--- config.mk ---
export PLATFORM = sky130hd
export DESIGN_NAME = adc_ind_unit
export DESIGN_NICKNAME = d
export VERILOG_FILES = /design/src/rtl/adc_pkg.sv /design/src/rtl/adc_decode.sv /design/src/rtl/adc_agen.sv /design/src/rtl/adc_alu.sv /design/src/rtl/adc_ind_unit.sv
export SDC_FILE = /design/constraint.sdc
export NUM_CORES = 1
export LEC_CHECK = 0
export BUFFER_PORTS_ARGS = -buffer_cell sky130_fd_sc_hd__buf_4
export CORE_MARGIN = 2
export CORE_UTILIZATION = 40
export CTS_CLUSTER_DIAMETER = 60
export DETAILED_ROUTE_END_ITERATION = 12
export HOLD_SLACK_MARGIN = 0.06
export PLACE_DENSITY = 0.71
export SYNTH_ARGS = -nofsm -noshare
export SYNTH_HDL_FRONTEND = slang
export SYNTH_SLANG_ARGS = --single-unit
--- constraint.sdc ---
create_clock -name clk -period 2.15 [get_ports clk]
set_input_delay 0.1075 -clock clk [delete_from_list [all_inputs] [get_ports clk]]
set_output_delay 0.1075 -clock clk [all_outputs]
set_load 0.05 [all_outputs]
--- src/rtl/adc_pkg.sv ---
package adc_pkg;

    localparam int DATA_W = 4;
    localparam int ADDR_W = 16;
    localparam int INSN_W = 13;
    localparam int EXT_W  = 8;
    localparam int SEL_W  = 3;
    localparam logic [INSN_W-SEL_W-1:0] FAMILY = 10'h33C;

    typedef struct packed {
        logic sel_b;
        logic sel_y;
        logic post_inc;
    } op_t;

    typedef struct packed {
        logic              valid;
        logic              sel_b;
    } wb_t;

    function automatic logic [ADDR_W-1:0] page_addr(input logic sel_y,
                                                    input logic [EXT_W-1:0] imm);
        return {{(ADDR_W-EXT_W){sel_y}}, imm};
    endfunction

endpackage

--- src/rtl/adc_decode.sv ---
module adc_decode
    import adc_pkg::*;
#(
    parameter int IW = INSN_W,
    parameter int SW = SEL_W,
    parameter logic [IW-SW-1:0] FAM = FAMILY
) (
    input  logic          insn_valid,
    input  logic          pfx_load,
    input  logic [IW-1:0] insn,
    output logic          issue,
    output op_t           op
);
    logic match;

    always_comb begin
        match       = (insn[IW-1:SW] == FAM);
        issue       = insn_valid && !pfx_load && match;
        op.sel_b    = insn[2];
        op.sel_y    = insn[1];
        op.post_inc = insn[0];
    end
endmodule

--- src/rtl/adc_agen.sv ---
module adc_agen
    import adc_pkg::*;
#(
    parameter int AW = ADDR_W,
    parameter int EW = EXT_W
) (
    input  logic          clk,
    input  logic          rst,
    input  logic          issue,
    input  op_t           op,
    input  logic          ext_pend,
    input  logic [EW-1:0] ext_imm,
    input  logic [AW-1:0] idx_x,
    input  logic [AW-1:0] idx_y,
    output logic [AW-1:0] ea,
    output logic [AW-1:0] idx_inc
);
    logic [AW-1:0] base;

    always_comb begin
        base    = op.sel_y ? idx_y : idx_x;
        idx_inc = base + AW'(1);
        if (ext_pend && !op.post_inc)
            ea = {{(AW-EW){op.sel_y}}, ext_imm};
        else
            ea = base;
    end

    p_addr_r5: assert property (@(posedge clk) disable iff (rst)
        (issue && !ext_pend) |-> ea == (op.sel_y ? idx_y : idx_x));
    p_page_x_r7: assert property (@(posedge clk) disable iff (rst)
        (issue && ext_pend && !op.post_inc && !op.sel_y) |-> ea[AW-1:EW] == '0);
    p_page_y_r8: assert property (@(posedge clk) disable iff (rst)
        (issue && ext_pend && !op.post_inc && op.sel_y) |-> ea[AW-1:EW] == '1);
    p_inc_noext_r9: assert property (@(posedge clk) disable iff (rst)
        (issue && op.post_inc) |-> ea == (op.sel_y ? idx_y : idx_x));
endmodule

--- src/rtl/adc_alu.sv ---
module adc_alu
    import adc_pkg::*;
#(
    parameter int DW = DATA_W
) (
    input  logic [DW-1:0] opa,
    input  logic [DW-1:0] opb,
    input  logic          cin,
    output logic [DW-1:0] sum,
    output logic          cout,
    output logic          zero
);
    logic [DW:0] full;

    always_comb begin
        full = {1'b0, opa} + {1'b0, opb} + {{DW{1'b0}}, cin};
        sum  = full[DW-1:0];
        cout = full[DW];
        zero = (full[DW-1:0] == '0);
    end

    always_comb begin
        a_sum_r4: assert ((sum == '0) == zero);
    end
endmodule

--- src/rtl/adc_ind_unit.sv ---
module adc_ind_unit
    import adc_pkg::*;
#(
    parameter int DW = DATA_W,
    parameter int AW = ADDR_W,
    parameter int IW = INSN_W,
    parameter int EW = EXT_W
) (
    input  logic          clk,
    input  logic          rst,
    input  logic          insn_valid,
    input  logic [IW-1:0] insn,
    input  logic          pfx_load,
    input  logic [EW-1:0] pfx_imm,
    output logic          mem_rd,
    output logic [AW-1:0] mem_addr,
    input  logic [DW-1:0] mem_rdata,
    output logic [DW-1:0] acc_a,
    output logic [DW-1:0] acc_b,
    output logic [AW-1:0] idx_x,
    output logic [AW-1:0] idx_y,
    output logic          flag_c,
    output logic          flag_z,
    output logic          flag_e
);
    localparam int NREG = 2;

    logic          issue;
    op_t           op;
    logic [AW-1:0] ea, idx_inc;
    logic [EW-1:0] imm_q;
    logic          e_q, c_q, z_q;
    wb_t           wb_q;
    logic [DW-1:0] acc_q [NREG];
    logic [AW-1:0] idx_q [NREG];
    logic [DW-1:0] sum;
    logic          cout, zero;

    adc_decode #(.IW(IW)) u_dec (
        .insn_valid(insn_valid), .pfx_load(pfx_load), .insn(insn),
        .issue(issue), .op(op)
    );

    adc_agen #(.AW(AW), .EW(EW)) u_agen (
        .clk(clk), .rst(rst), .issue(issue), .op(op),
        .ext_pend(e_q), .ext_imm(imm_q),
        .idx_x(idx_q[0]), .idx_y(idx_q[1]),
        .ea(ea), .idx_inc(idx_inc)
    );

    adc_alu #(.DW(DW)) u_alu (
        .opa(acc_q[wb_q.sel_b]), .opb(mem_rdata), .cin(c_q),
        .sum(sum), .cout(cout), .zero(zero)
    );

    generate
        for (genvar g = 0; g < NREG; g++) begin : g_reg
            always_ff @(posedge clk) begin
                if (rst) begin
                    acc_q[g] <= '0;
                    idx_q[g] <= '0;
                end else begin
                    if (wb_q.valid && (wb_q.sel_b == 1'(g)))
                        acc_q[g] <= sum;
                    if (issue && op.post_inc && (op.sel_y == 1'(g)))
                        idx_q[g] <= idx_inc;
                end
            end
        end
    endgenerate

    always_ff @(posedge clk) begin
        if (rst) begin
            e_q   <= 1'b0;
            imm_q <= '0;
            c_q   <= 1'b0;
            z_q   <= 1'b0;
            wb_q  <= '0;
        end else begin
            if (pfx_load) begin
                e_q   <= 1'b1;
                imm_q <= pfx_imm;
            end else if (insn_valid) begin
                e_q   <= 1'b0;
            end
            wb_q.valid <= issue;
            wb_q.sel_b <= op.sel_b;
            if (wb_q.valid) begin
                c_q <= cout;
                z_q <= zero;
            end
        end
    end

    assign mem_rd   = issue;
    assign mem_addr = ea;
    assign acc_a    = acc_q[0];
    assign acc_b    = acc_q[1];
    assign idx_x    = idx_q[0];
    assign idx_y    = idx_q[1];
    assign flag_c   = c_q;
    assign flag_z   = z_q;
    assign flag_e   = e_q;

    p_foreign_r2: assert property (@(posedge clk) disable iff (rst)
        (insn_valid && insn[IW-1:SEL_W] != FAMILY) |-> !mem_rd);
    p_zero_r4: assert property (@(posedge clk) disable iff (rst)
        wb_q.valid |=> flag_z == ($past(wb_q.sel_b) ? (acc_b == '0) : (acc_a == '0)));
    p_incr_x_r6: assert property (@(posedge clk) disable iff (rst)
        (mem_rd && insn[0] && !insn[1]) |=> idx_x == $past(idx_x) + AW'(1));
    p_flags_hold_r6: assert property (@(posedge clk) disable iff (rst)
        !wb_q.valid |=> ($stable(flag_c) && $stable(flag_z)));
    p_eclear_r10: assert property (@(posedge clk) disable iff (rst)
        (insn_valid && !pfx_load) |=> !flag_e);
    p_collide_r10: assert property (@(posedge clk) disable iff (rst)
        pfx_load |-> !mem_rd);
endmodule

# == Word level (Yosys, flattened, before mapping) ==
# Memories as Yosys holds them, arrays and structs flattened. A register that Yosys moved wholly into a read port is not among the register bits.
# Cells that the tools add are included.
# totals
elab_cells,53
in_bits,29
register_bits,13
n_memories,2
mem_bits_rw,40
out_inout_bits,60
# mem_list
memory,words,width,read_ports,rd_clocked_by_memory_dff,wr,line,text
idx_q,2,16,2,0,2,adc_ind_unit.sv:35,logic [AW-1:0] idx_q [NREG];
acc_q,2,4,3,1,2,adc_ind_unit.sv:34,logic [DW-1:0] acc_q [NREG];
# classes
muxes,23
add_sub_neg,3
n_eq_ne,1
bitwise_logic,6
reduce_logical,12
# ops
op,count
2-to-1 mux 16 bit,4
2-to-1 mux 1 bit,17
"adder 16 x 1 -> 16 bit, second input constant",1
"== test 10 bit, second input constant",1
logical AND 1 bit,8
2-to-1 mux 4 bit,2
adder 4 x 4 -> 5 bit,1
adder 5 x 1 -> 5 bit,1
zero test 4 bit,1
OR 1 bit,4
zero test 1 bit,2
NOT 1 bit,2
nonzero test 2 bit,1

# == Logic depth before layout (Yosys ltp) ==
# logic_depth
ltp_word,9
ltp_mapped,9
depth_no_buf,7

# == Modules after synthesis ==
# From an unflattened synthesis, not the netlist that was laid out.
# hier_totals
hier_cells,283
area_unflattened_um2,3041.7
# by_module_without_submodules
module,instances,seq_area_each_um2,cells_each,area_each_um2
adc_ind_unit,1,1461.4,140,2033.2
adc_agen,1,0.0,115,774.5
adc_alu,1,0.0,21,170.2
adc_decode,1,0.0,7,63.8

# == Worst setup path after synthesis ==
# Ideal clock, no wire load.
# synth_path
path_kind,register to register
start,memory idx_q[1][0] in the netlist's numbering
end,memory idx_q[0][6] in the netlist's numbering (data pin)
setup_ns,0.258
required_time_ns,1.892
period_less_slack_ns,2.266
arrival_time_ns,2.008
setup_slack_ns,-0.116
n_path_buf,0
path_stages_with_launch,8
path_cell_list,edfxtp_1 -> mux2_2 -> ha_1 -> nand4b_1 -> a21oi_1 -> nor2b_1 -> xor2_1 -> nor2_1
# synth_rtl
element,line
from (decl),adc_ind_unit.sv:35

==> impl_results.md <==
* Worst hold path class: in2reg
* Antenna Cells at 0
* Layout fillers at 602
* Clock latency on the worst-skew pair at 0.30 ns
* DR vias at 2376
* Actual slew at the worst max-slew pin at 0.650 ns
* Placer Congestion at 0.857
* Initial antenna violation count at 0
* Synth area leaders: edfxtp_1, dfxtp_1, nor2_1, mux2i_1, a21oi_1
* Critical path class: reg2reg
* FF+latch count, synth at 53
* Final ANT Viol Nets at 0
* Input/output buffers at 88
* Final hold vios at 0
* DP Worst Slack at 0.0609 ns
* Largest area contributor in the netlist: edfxtp_1
* Setup crit start kind: register
* Vias/cell at 5.08
* Rows at 30
* Syn Area/Cell at 10.6 um^2
* Num CTS Buffers at 5
* Critical Path Sink Type: register
* Warnings, synthesis at 0
* Initial drt markers at 108
* MaxCap Viol Count at 0
* Final setup margin at 0.151 ns
* CP arrival at 2.06 ns
* Peak Freq at 500 MHz
* Overall fraction of global-route tracks in use at 0.187
* Final HPWL DP at 5240 um
* Max-Slew Margin vs Limit at 0.566
* Clk buf depth at 2
* Syn-to-layout area delta at 35.0%
* Pleak at 0.00169 uW
* Largest net degree at the start of global routing at 22
* Multi-input logic area at 1300 um^2
* Core area at 6870 um^2
* Critical Path RT at 2.21 ns
* Final setup violating endpoints at 0
* Yosys cell types at 39
* Clock Skew at 0.0128 ns
* RSZ-0062 raised after global routing: false
* Power Density at 598 nW/um^2
* Storage cell area at 1460 um^2
* Drt first pass iters at 4
* Max-slew violation count at 0
* Setup total negative slack at 0 ns
* Mapped Nets at 305
* I/O Pins at 89
* Worst-path maximum fanout at 8
* Tmin final at 2.00 ns
* H-tree levels at 2
* Sinks on Clock Net at 53
* Part of the Yosys area used for sequential elements at 0.511
* Clock transition at path regs at 0.09 ns
* Final Cycle Share at 0.930
* Layout cells sized above 1 at 0.333
* Routed wire length at 7110 um
* Top-area cell type share of the netlist area at 0.420
* Post-Syn Instances at 270
* DIE AREA at 7840 um^2
* Run status: finished clean
* Number of global-route vias before repair at 2347
* Worst VDD drop at 354 uV
* DRC viols at 0
* Grt ovf at 0
* DR WL/cell at 15.2 um
* Global-route wire length before repair at 11200 um
* Die Span Y at 88.5 um
* Final #Nets at 406
* Starting Density at 0.416
* Die width at 88.5 um
* Synth Cell Area at 2860 um^2
* CTS root buffer: clkbuf_8
* CTS tree: yes
## final timing paths
check / start / endpoint / cells after the start / slack [ns]
hold reg to reg: imm_q[4]$_SDFFE_PP0P_ / imm_q[4]$_SDFFE_PP0P_ / 2 / 0.50
setup / recovery: wb_q[0]$_SDFF_PP0_ / acc_q[0][3]$_SDFFCE_PN0P_ / 6 / 0.15
hold / removal: insn_valid / flag_e$_SDFFE_PP0P_ / 4 / 0.12
setup reg to reg: wb_q[0]$_SDFF_PP0_ / acc_q[0][3]$_SDFFCE_PN0P_ / 6 / 0.15
## routing by layer
| layer | track usage | up-vias | wire length (um) |
|---|---|---|---|
| li1 | - | 1149 | - |
| met1 | 0.246 | 1133 | 3130 |
| met2 | 0.316 | 84 | 3480 |
| met3 | 0.0326 | 10 | 398 |
| met4 | 0.0551 | 0 | 107 |
| met5 | 0 | - | 0 |
## metrics by stage
step	std cells	hold slack (ns)	instance area [um^2]	power (uW)	util
2_1_floorplan	270	0.236	2880	1540	-
3_3_place_gp	449	0.334	3640	1700	0.531
3_5_place_dp	449	0.325	3640	1710	0.531
4_1_cts	466	0.114	3840	2320	0.558
5_1_grt	468	0.115	3860	2390	0.562
6_report	468	0.117	3860	2310	0.562
## area by class of cell
cell class / count / share of cell area
clock buffers: 7 / 0.0250
clock inverters: 1 / 0.00130
inverters: 11 / 0.0107
multi-input cells: 192 / 0.337
flip-flops and latches: 53 / 0.379
well taps: 96 / 0.0311
repair buffers: 108 / 0.216
## layout by cell type, fill, tap and decap left out, types with 2 or more instances in the layout
cell type and count:
o21bai_1 2, xnor2_1 10, and3_1 2, buf_4 99, nand4b_1 4, o21ai_0 2
xor2_1 6, dlygate4sd3_1 9, nand3_1 7, mux2i_1 22, nor2_1 60, dfxtp_1 12
clkbuf_8 7, nand4_1 4, inv_1 11, a31oi_1 4, nand3b_1 3, nand2_1 11
edfxtp_1 40, a21o_1 4, ha_1 3, nand2b_1 2, a211oi_1 2, a22oi_2 2
fa_1 2, mux2_2 6, a21oi_1 18, nor2b_1 3
## power by group
part           leakage (uW)  switching (uW)  total (uW)  internal (uW)
clock             0.0000542             312         603            291
combinational       0.00112             345         540            195
sequential         0.000520            30.2        1160           1130
## timing repair
action                                 CTS  global route
gates resized for setup                  0             2
endpoints found under the hold margin    9             0
buffers inserted                         0             2
hold buffers                             9             0
setup endpoints to repair                0             8
## cells by family (layout without fill, tap and decap cells)
kind of cell,after synthesis,count (layout),share of synthesized area
simple gates,105,105,0.181
flops,53,53,0.511
compound gates,36,36,0.0788
mux,29,29,0.105
buf+inv,25,127,0.0442
xor+xnor,16,16,0.0490
fa+ha+maj,6,6,0.0315
## worst max-delay path, stage by stage (launching register included)
cell and delay, ns:
dfxtp_2 0.42, mux2_2 0.39, ha_1 0.28, a21o_1 0.18, a21oi_1 0.16, xor2_1 0.25, nor2_1 0.08
## synth_stat cells
library cell and n:
nor2_1 60, edfxtp_1 40, mux2i_1 22, a21oi_1 19
dfxtp_1 13, inv_1 11, nand2_1 11, xnor2_1 10
mux2_2 7, nand3_1 7, clkbuf_1 6, xor2_1 6
a21o_1 4, a31oi_1 4, ha_1 4, nand4_1 4
nand4b_1 4, nor2b_1 4, buf_6 3, nand3b_1 3
a211oi_1 2, a22oi_2 2, and3_1 2, buf_2 2
buf_4 2, fa_1 2, nand2b_1 2, o21ai_0 2
o21bai_1 2, a32o_1 1, and2_1 1, and3_2 1
and4_1 1, and4bb_2 1, buf_1 1, nand4_2 1
nor3_1 1, nor4b_4 1, or3_1 1
## sequential cells by signal, summed over array words and instances (netlist names)
name    cells
idx_q      32
acc_q       8
imm_q       8
wb_q        2
flag_c      1
flag_e      1
flag_z      1
No activity file was read; power rests on OpenSTA's default activity.
